[src/rtl/uart_mmio_pkg.sv]
// Package: shared register selector type and map offsets for the UART
// register interface. Assumes word registers at 12-bit window offsets.
package uart_mmio_pkg;
    typedef enum logic [1:0] {
        SEL_NONE = 2'd0,
        SEL_TX   = 2'd1,
        SEL_RX   = 2'd2,
        SEL_STAT = 2'd3
    } reg_sel_e;

    localparam logic [11:0] OFF_TX   = 12'h000;
    localparam logic [11:0] OFF_RX   = 12'h004;
    localparam logic [11:0] OFF_STAT = 12'h008;
endpackage

[src/rtl/uart_addr_decode.sv]
// Module: uart_addr_decode
// Decodes a bus address into "in window" and a register selector.
// Assumes the window is aligned to its own size (2**WIN_BITS bytes).
module uart_addr_decode
    import uart_mmio_pkg::*;
#(
    parameter int          ADDR_W    = 32,
    parameter int          WIN_BITS  = 12,
    parameter logic [31:0] BASE_ADDR = 32'h1000_0000
) (
    input  logic [ADDR_W-1:0] addr,
    output logic              hit,
    output reg_sel_e          sel
);
    localparam int HI_W = ADDR_W - WIN_BITS;

    logic [WIN_BITS-1:0] off;

    // Purpose: compare upper address bits against the window base.
    always_comb begin
        hit = (addr[ADDR_W-1:WIN_BITS] == BASE_ADDR[ADDR_W-1:WIN_BITS]);
        off = addr[WIN_BITS-1:0];
    end

    // Purpose: map the in-window offset onto one of the registers.
    always_comb begin
        if (off == WIN_BITS'(OFF_TX))        sel = SEL_TX;
        else if (off == WIN_BITS'(OFF_RX))   sel = SEL_RX;
        else if (off == WIN_BITS'(OFF_STAT)) sel = SEL_STAT;
        else                                 sel = SEL_NONE;
    end

    logic unused_hi;
    assign unused_hi = (HI_W > 0);
endmodule

[src/rtl/uart_rx_fifo.sv]
// Module: uart_rx_fifo
// Receive byte queue. A push while full is dropped, judged on the count
// before any same-cycle pop. A pop while empty is ignored.
// Assumes DEPTH >= 2.
module uart_rx_fifo #(
    parameter int DATA_W = 8,
    parameter int DEPTH  = 16
) (
    input  logic                       clk,
    input  logic                       rst_n,
    input  logic                       push,
    input  logic [DATA_W-1:0]          wr_data,
    input  logic                       pop,
    output logic [DATA_W-1:0]          rd_data,
    output logic                       empty,
    output logic [$clog2(DEPTH+1)-1:0] level
);
    localparam int PW = $clog2(DEPTH);
    localparam int CW = $clog2(DEPTH + 1);
    localparam logic [CW-1:0] FULL_CNT = CW'(DEPTH);
    localparam logic [PW-1:0] LAST_PTR = PW'(DEPTH - 1);

    logic [DATA_W-1:0] mem [DEPTH];
    logic [PW-1:0]     wp, rp;
    logic [CW-1:0]     cnt;
    logic              do_push, do_pop;

    // Purpose: qualify push and pop against the current fill level.
    always_comb begin
        do_push = push && (cnt != FULL_CNT);
        do_pop  = pop && (cnt != '0);
    end

    // Purpose: store an accepted byte.
    always_ff @(posedge clk) begin
        if (do_push) mem[wp] <= wr_data;
    end

    // Purpose: advance the pointers and the fill count.
    always_ff @(posedge clk) begin
        if (!rst_n) begin
            wp  <= '0;
            rp  <= '0;
            cnt <= '0;
        end else begin
            if (do_push) wp <= (wp == LAST_PTR) ? '0 : wp + 1'b1;
            if (do_pop)  rp <= (rp == LAST_PTR) ? '0 : rp + 1'b1;
            case ({do_push, do_pop})
                2'b10:   cnt <= cnt + 1'b1;
                2'b01:   cnt <= cnt - 1'b1;
                default: cnt <= cnt;
            endcase
        end
    end

    assign rd_data = mem[rp];
    assign empty   = (cnt == '0);
    assign level   = cnt;

    a_r7_no_overflow: assert property (@(posedge clk) disable iff (!rst_n)
        cnt <= FULL_CNT);
    a_r7_full_drops: assert property (@(posedge clk) disable iff (!rst_n)
        (cnt == FULL_CNT && push && !pop) |=> (cnt == FULL_CNT));
    a_r5_empty_pop_noop: assert property (@(posedge clk) disable iff (!rst_n)
        (cnt == '0 && pop && !push) |=> (cnt == '0));
endmodule

[src/rtl/uart_read_mux.sv]
// Module: uart_read_mux
// Builds the read data word from the selected register.
// Assumes rd_byte is only meaningful when the queue is not empty.
module uart_read_mux
    import uart_mmio_pkg::*;
#(
    parameter int DATA_W = 32,
    parameter int BYTE_W = 8
) (
    input  reg_sel_e              sel,
    input  logic                  hit,
    input  logic                  q_empty,
    input  logic [BYTE_W-1:0]     rd_byte,
    input  logic                  tx_busy,
    output logic [DATA_W-1:0]     rdata
);
    // Purpose: return zero for TX and unmapped offsets, the queue head or
    // status otherwise.
    always_comb begin
        rdata = '0;
        if (hit) begin
            case (sel)
                SEL_RX:   rdata[BYTE_W-1:0] = q_empty ? '0 : rd_byte;
                SEL_STAT: rdata[1:0] = {!q_empty, tx_busy};
                default:  rdata = '0;
            endcase
        end
    end

    always_comb begin
        if (hit && sel == SEL_STAT)
            a_r6_status_upper_zero: assert (rdata[DATA_W-1:2] == '0);
        if (hit && sel == SEL_RX)
            a_r4_rx_upper_zero: assert (rdata[DATA_W-1:BYTE_W] == '0);
    end
endmodule

[src/rtl/uart_mmio_regs.sv]
// Module: uart_mmio_regs (top)
// Memory-mapped UART register interface: TX data write, RX data read with
// pop, status read. Single-cycle response except a TX write, which waits
// for tx_ready. Assumes one request at a time on the bus.
module uart_mmio_regs
    import uart_mmio_pkg::*;
#(
    parameter logic [31:0] BASE_ADDR = 32'h1000_0000,
    parameter int          WIN_BITS  = 12,
    parameter int          RX_DEPTH  = 16
) (
    input  logic        clk,
    input  logic        rst_n,
    input  logic        bus_valid,
    input  logic        bus_we,
    input  logic [31:0] bus_addr,
    input  logic [31:0] bus_wdata,
    output logic        bus_ready,
    output logic [31:0] bus_rdata,
    output logic        tx_valid,
    output logic [7:0]  tx_byte,
    input  logic        tx_ready,
    input  logic        tx_busy,
    input  logic        rx_valid,
    input  logic [7:0]  rx_byte
);
    localparam int LVL_W = $clog2(RX_DEPTH + 1);

    logic           hit;
    reg_sel_e       sel;
    logic           tx_wr, rx_pop, q_empty;
    logic [7:0]     q_head;
    logic [LVL_W-1:0] q_level;

    uart_addr_decode #(
        .ADDR_W(32), .WIN_BITS(WIN_BITS), .BASE_ADDR(BASE_ADDR)
    ) dec_i (
        .addr(bus_addr), .hit(hit), .sel(sel)
    );

    // Purpose: bus handshake and TX hand-off; only TX writes can stall.
    always_comb begin
        tx_wr     = bus_valid && hit && bus_we && (sel == SEL_TX);
        tx_valid  = tx_wr;
        tx_byte   = bus_wdata[7:0];
        bus_ready = bus_valid && hit && (!tx_wr || tx_ready);
        rx_pop    = bus_ready && !bus_we && (sel == SEL_RX);
    end

    uart_rx_fifo #(.DATA_W(8), .DEPTH(RX_DEPTH)) fifo_i (
        .clk(clk), .rst_n(rst_n),
        .push(rx_valid), .wr_data(rx_byte),
        .pop(rx_pop), .rd_data(q_head),
        .empty(q_empty), .level(q_level)
    );

    uart_read_mux #(.DATA_W(32), .BYTE_W(8)) rmux_i (
        .sel(sel), .hit(hit), .q_empty(q_empty), .rd_byte(q_head),
        .tx_busy(tx_busy), .rdata(bus_rdata)
    );

    a_r1_outside_silent: assert property (@(posedge clk) disable iff (!rst_n)
        (bus_valid && !hit) |-> !bus_ready);
    a_r2_tx_accept_needs_ready: assert property (@(posedge clk) disable iff (!rst_n)
        (bus_ready && tx_valid) |-> tx_ready);
    a_r3_stall_holds: assert property (@(posedge clk) disable iff (!rst_n)
        (tx_valid && !tx_ready) |-> !bus_ready);
    a_r8_write_no_pop: assert property (@(posedge clk) disable iff (!rst_n)
        (bus_valid && bus_we && !rx_valid) |=> (q_level == $past(q_level)));
endmodule

[config.mk]
export PLATFORM = sky130hd
export DESIGN_NAME = uart_mmio_regs
export DESIGN_NICKNAME = d
export VERILOG_FILES = /design/src/rtl/uart_mmio_pkg.sv /design/src/rtl/uart_addr_decode.sv /design/src/rtl/uart_rx_fifo.sv /design/src/rtl/uart_read_mux.sv /design/src/rtl/uart_mmio_regs.sv
export SDC_FILE = /design/constraint.sdc
export NUM_CORES = 1
export LEC_CHECK = 0
export BUFFER_PORTS_ARGS = -buffer_cell sky130_fd_sc_hd__buf_2
export CORE_UTILIZATION = 50
export DETAILED_ROUTE_END_ITERATION = 10
export PLACE_DENSITY = 0.76
export SLEW_MARGIN = 20
export SYNTH_ARGS = -nofsm -noshare
export SYNTH_HDL_FRONTEND = slang
export SYNTH_SLANG_ARGS = --single-unit
[constraint.sdc]
create_clock -name clk -period 3.5 [get_ports clk]
set_clock_uncertainty 0.05 [all_clocks]
set_input_delay 0.7 -clock clk [delete_from_list [all_inputs] [get_ports clk]]
set_output_delay 0.7 -clock clk [all_outputs]
set_load 0.02 [all_outputs]
## Word level (Yosys, flattened, before mapping)

Memory sizes are Yosys's and may differ from the RTL's. A register that Yosys moved wholly into a read port is not among the register bits.
Cells that the tools add are included.

| cells by class | value |
|---|---|
| add/subtract/negate cells | 4 |
| equal/unequal tests | 11 |
| mux-type cells | 14 |
| reductions and logical operators | 16 |

Operators by type and width:

| kind | count |
|---|---|
| 20-bit by 17-bit == test with 1-bit output (second input constant) | 1 |
| 4-bit two-way mux | 4 |
| 8-bit two-way mux | 2 |
| 12-bit by 3-bit == test with 1-bit output (second input constant) | 1 |
| 12-bit by 4-bit == test with 1-bit output (second input constant) | 1 |
| 12-bit zero test | 1 |
| 5-bit one-hot mux with 2 select lines | 1 |
| 4-bit by 1-bit adder with 4-bit output (second input constant) | 2 |
| 4-bit == test (second input constant) | 2 |
| 1-bit logical AND | 8 |
| 2-bit == test (second input constant) | 3 |
| 2-bit two-way mux | 3 |
| 6-bit two-way mux | 1 |
| 5-bit by 1-bit adder with 5-bit output (second input constant) | 1 |
| 5-bit zero test | 1 |
| 5-bit inequality test (second input constant) | 1 |
| 5-bit nonzero test | 1 |
| 5-bit by 1-bit subtractor with 5-bit output (second input constant) | 1 |
| 2-bit by 1-bit == test with 1-bit output (second input constant) | 2 |
| 2-bit one-hot mux with 2 select lines | 1 |
| 1-bit zero test | 3 |
| 1-bit two-way mux | 2 |
| 2-bit nonzero test | 1 |
| 1-bit logical OR | 1 |

| word-level totals | value |
|---|---|
| bits in registers | 13 |
| memory bits (writable) | 128 |
| input port bits | 79 |
| output and inout bits | 42 |
| memories | 1 |

Memories:

| memory | depth | bits a word | read ports | clocked after memory_dff | write ports | line | text |
|---|---|---|---|---|---|---|---|
| fifo_i.mem | 16 | 8 | 1 | 1 | 1 | uart_rx_fifo.sv:23 | `logic [DATA_W-1:0] mem [DEPTH];` |

## Logic depth before layout (Yosys ltp)

| logic depth | value |
|---|---|
| word-level depth | 14 |
| mapped depth | 12 |
| mapped depth without buffers | 11 |

## Modules after synthesis

Synthesis repeated with hierarchy kept, for this count alone.

| unflattened totals | value |
|---|---|
| cells, all modules | 358 |
| area, all modules | 6382.4 um^2 |

By module, submodules not included:

| module | instances | cells an instance | area an instance (um^2) | sequential area each (um^2) |
|---|---|---|---|---|
| uart_rx_fifo | 1 | 292 | 5926.9 | 4184.0 |
| uart_read_mux | 1 | 38 | 271.5 | 0.0 |
| uart_mmio_regs | 1 | 13 | 100.1 | 0.0 |
| uart_addr_decode | 1 | 15 | 83.8 | 0.0 |

## Worst setup path after synthesis

Ideal clock, no wire load.

| timing path | value |
|---|---|
| path type | input to register |
| start point | in bus_addr[5] |
| end point | reg fifo_i.cnt[4] (netlist: fifo_i.level[4]) |
| arrival time | 3309 ps |
| data required time | 3374 ps |
| setup slack | 66 ps |
| stages | 11 |
| buffers on the path | 0 |
| cell sequence | nor4_1 -> nand3_1 -> nor4_4 -> ha_1 -> inv_1 -> fa_1 -> nor2b_1 -> o21ai_0 -> and3_1 -> or4_1 -> a21boi_0 |

| on the way | value |
|---|---|
| longest elaborated chain between the ends | 14 |

RTL lines:

| item | line | text |
|---|---|---|
| start: declaration | uart_mmio_regs.sv:16 | `input logic [31:0] bus_addr,` |
| 12-bit by 4-bit == test with 1-bit output | uart_addr_decode.sv:29 | `else if (off == WIN_BITS'(OFF_STAT)) sel = SEL_STAT;` |
| 2-bit two-way mux | uart_addr_decode.sv:29 |  |
| 2-bit two-way mux | uart_addr_decode.sv:28 | `else if (off == WIN_BITS'(OFF_RX)) sel = SEL_RX;` |
| 2-bit two-way mux * | uart_addr_decode.sv:27 | `if (off == WIN_BITS'(OFF_TX)) sel = SEL_TX;` |
| 2-bit by 1-bit == test with 1-bit output | uart_mmio_regs.sv:43 | `tx_wr = bus_valid && hit && bus_we && (sel == SEL_TX);` |
| 1-bit logical AND | uart_mmio_regs.sv:43 |  |
| 1-bit zero test | uart_mmio_regs.sv:46 | `bus_ready = bus_valid && hit && (!tx_wr \|\| tx_ready);` |
| 1-bit logical OR | uart_mmio_regs.sv:46 |  |
| 1-bit logical AND | uart_mmio_regs.sv:46 |  |
| 1-bit logical AND | uart_mmio_regs.sv:47 | `rx_pop = bus_ready && !bus_we && (sel == SEL_RX);` |
| 1-bit logical AND * | uart_mmio_regs.sv:47 |  |
| 1-bit logical AND * | uart_rx_fifo.sv:31 | `do_pop = pop && (cnt != '0);` |
| 2-bit by 1-bit == test with 1-bit output or 2-bit == test (tied branches) | uart_rx_fifo.sv:48 | `case ({do_push, do_pop})` |
| 5-bit one-hot mux with 2 select lines or 2-bit nonzero test (tied branches) | n/a |  |
| end signal: assignment | uart_rx_fifo.sv:49 | `2'b10: cnt <= cnt + 1'b1;` |
| end signal: assignment | uart_rx_fifo.sv:50 | `2'b01: cnt <= cnt - 1'b1;` |
| end signal: assignment | uart_rx_fifo.sv:51 | `default: cnt <= cnt;` |
| end: declaration | uart_rx_fifo.sv:25 | `logic [CW-1:0] cnt;` |

Mark *: on every way between the ends. The rest lies on a longest branch, timed or not.
A chain may end at the register's enable or synchronous reset.

==> results.md <==
* Die width at 114.6 µm
* Pwr Total at 3.724 mW
* Starting Density at 52.09%
* Clk buf depth at 2
* # rows at 40
* Initial antenna violation count at 0
* Most used DFF post-synth: edfxtp_1
* Clock power frac at 45.1%
* Internal power at 2.937 mW
* Antenna Cells at 0
* Total gr overflow at 0
* Busiest layer in global routing: met2
* Vias post-DR at 3279
* Area contributors post-synth: edfxtp_1 (61%), mux4_2 (8.5%), mux4_1 (5.8%), dfxtp_1 (5.4%), buf_4 (3.8%)
* Critical-path cell list: buf_4 > mux4_1 > mux4_2 > nor2b_1 > buf_2
* Tot GR Track Use at 18.74%
* Setup crit end kind: output pin
* RSZ-0062 raised after global routing: no
* H-tree depth at 4
* Leading area contributor after synthesis: edfxtp_1
* Die height at 114.6 µm
* Vias per Instance at 5.340
* Post-DP Area at 6659 µm²
* P_sw at 0.7877 mW
* Synth Instances at 367
* Status: completed
* Post-route ant nets at 0
* Crit-path max FO at 13
* Met1 Usage GRT at 24.44%
* Gpl congestion at 0.7668
* Hold Path Class: register to register
* Worst skew pair latency at 0.41 ns
* Tcrit/Tclk final at 92.98%
* Leakage at 2.495 nW
* Largest net degree at the start of global routing at 32
* Combinational share of power at 3.7%
* Worst setup margin at 0.2457 ns
* Finished Layout Cells at 614
* Layout cells sized above 1 at 28.25%
* CP max stage delay at 0.58 ns
* Met3 GRT Util at 3.335%
* HPWL after DPL at 7.734 mm
* Design area at 7221 µm²
* Delay-heaviest family, CP: multiplexers
* Drc violations at 0
* # setup viols final at 0
* Flip-flop and latch count after synthesis at 145
* WS Path Type: register to output pin
* Syn Area/Cell at 17.26 µm²
* Vias in the first global route at 3289
* Post-Route Utilization at 59.37%
* Netlist cell types at 43
* Share of the synthesized area in the top cell type at 60.68%
* Yosys warns at 0
* CP bufs+invs at 2
* P per Cell Area at 515.8 nW/µm²
* Clock-pin slew on the worst setup and hold paths at 0.06 ns
* First-pass DRT Iterations at 6
* Post-synth EDFFs at 128
* Worst-Margin Slew at 0.9090 ns
* Slowest cell on the critical path: mux4_1
* PortBufs at 56
* Routed Wire Length at 11.27 mm
* Die area at 13120 µm²
* CTS tree: done
* P&R area growth vs syn at 13.98%
* FFs w/ async S/R, synth at 0%
* First-pass GRT wire length at 17.38 mm
* Max-slew violation count at 0
* Drt initial violations at 256
* Sequential-to-total area share from yosys stat at 66.05%
* Minimum clock period at 3.254 ns
* Worst EP required at 2.75 ns
* Hold violation count in the final report at 0
* Met2 usage at 30.99%
* Core area at 12160 µm²
* Part of the power in registers at 51.2%
* IO Pins at 121
* Worst slew margin at 39.17%
* Placed insts at 582
* Achievable frequency at 307.3 MHz
* Post-CTS Setup Inserts at 0
* Switching part of the total at 21.15%
* CTS buffer count at 17
* Netlist Area Pre-Place at 6335 µm²
* WL per Instance at 18.35 µm
* # clock sinks at 145
* Startpoint Class: register
* Layout Nets at 522
* Clock Tree Root: clkbuf_16
* Arr. time, crit path at 2.50 ns
* Worst VDD drop at 325.4 µV
* MaxCap Viol Count at 0
* Place WS at -0.09876 ns
-- registers in the layout, indices dropped and copies added, names as in the netlist, named ones only --
register / flops
fifo_i.mem: 128
fifo_i.level: 5
fifo_i.rp: 4
fifo_i.wp: 4
-- logic make-up after synthesis --
group | synth area share (%)
AOI/OAI and AO/OA | 2.666
xor gates and xnor gates | 0.6914
adders and majority gates | 2.094
buffers and inverters | 6.261
DFF | 66.05
muxes | 15.29
other | 0.05920
and+or+nand+nor | 6.893
-- cell usage after synthesis, types with 2 or more instances --
cell type and number:
a211oi_1 2, a21o_1 3, a21oi_1 5, a22oi_1 2, a31oi_1 3, and2_1 6, and3_1 3, buf_12 2
buf_2 3, buf_4 32, buf_6 2, clkbuf_1 4, dfxtp_1 17, edfxtp_1 128, ha_1 9, inv_1 10
mux2i_1 6, mux4_1 14, mux4_2 24, nand2_1 8, nand2b_1 2, nand3_1 8, nor2_1 21, nor2b_1 12
nor3_1 6, nor3b_1 2, nor4_1 6, nor4b_1 2, o21a_1 3, o21ai_0 5, or4_1 2, xnor2_1 3
xor2_1 2
-- cells in the final DEF (no fill, tap or decap), types with 2 or more instances in the layout --
master,Yosys,routed
mux4_1,14,14
nor4b_1,2,2
and2_1,6,6
nor2_1,21,21
mux4_2,24,24
o21a_1,3,3
xnor2_1,3,3
nand2_1,8,8
xor2_1,2,2
nor2b_1,12,12
buf_2,3,56
nor3_1,6,6
ha_1,9,9
clkinvlp_4,0,2
clkinv_4,0,2
clkinv_1,0,2
a21oi_1,5,5
edfxtp_1,128,128
nand3_1,8,8
mux2i_1,6,6
a22oi_1,2,2
a211oi_1,2,2
dfxtp_1,17,16
or4_1,2,2
inv_6,0,5
conb_1,1,24
nor3b_1,2,2
and3_1,3,3
a21o_1,3,3
nor4_1,6,6
a31oi_1,3,3
clkbuf_16,0,17
nand2b_1,2,2
buf_4,32,14
inv_1,10,10
o21ai_0,5,5
-- power by group through the flow --
stage	Sequential (mW)	Combinational [mW]	Clock (mW)
finish	1.91	0.136	1.68
global route	1.91	0.151	1.77
CTS	1.91	0.137	1.70
detailed placement	1.94	0.136	0
global placement	1.94	0.129	0
floorplan	1.94	0.108	0
-- area by class of cell --
class,count,area [µm²]
fillers,890,4941
inverters,10,37.54
well taps,168,210.2
clock buffers,18,429.2
clock inverters,14,130.1
repair buffers,70,385.4
multi-input cells,189,1841
flip-flops and latches,145,4188
-- repair_timing --
item,in CTS,in global routing
endpoints found under the setup margin,0,2
hold buffers,0,0
gates resized for setup,0,1
-- worst register-to-register path, cell delays in order (launching register included) --
cell and delay, ns:
dfxtp_1 0.34, or4_1 0.59, o21ai_0 0.33, nor4_4 0.07, ha_1 0.22, buf_4 0.15, ha_1 0.33, nor2b_1 0.14
o21ai_0 0.21, a21oi_1 0.12, or4_1 0.46, a21boi_0 0.17
-- layer usage --
layer  share of wire [%]  up-vias  wire length (µm)
met2                  51      125              5717
li1                    -     1523                 -
met5                   0        -                 0
met3                 7.0       12               788
met1                  41     1619              4613
met4                 1.3        0               146
-- worst paths after layout --
| path | slack [ns] | cells past startpoint | end | startpoint |
|---|---|---|---|---|
| max | 0.25 | 5 | bus_rdata[7] | register |
| min | 0.50 | 2 | fifo_i.level[4] | fifo_i.level[4] |
| max reg2reg | 0.25 | 11 | fifo_i.level[4] | fifo_i.level[0] |
| min reg2reg | 0.50 | 2 | fifo_i.level[4] | fifo_i.level[4] |
-- metrics by stage --
stage | TNS (ns) | hold WS, ns
2_1_floorplan | 0 | 0.4348
3_3_place_gp | 0 | 0.4646
3_5_place_dp | -0.09876 | 0.4856
4_1_cts | 0 | 0.4969
5_1_grt | 0 | 0.5116
6_report | 0 | 0.4978
No activity file was read; power rests on OpenSTA's default activity.
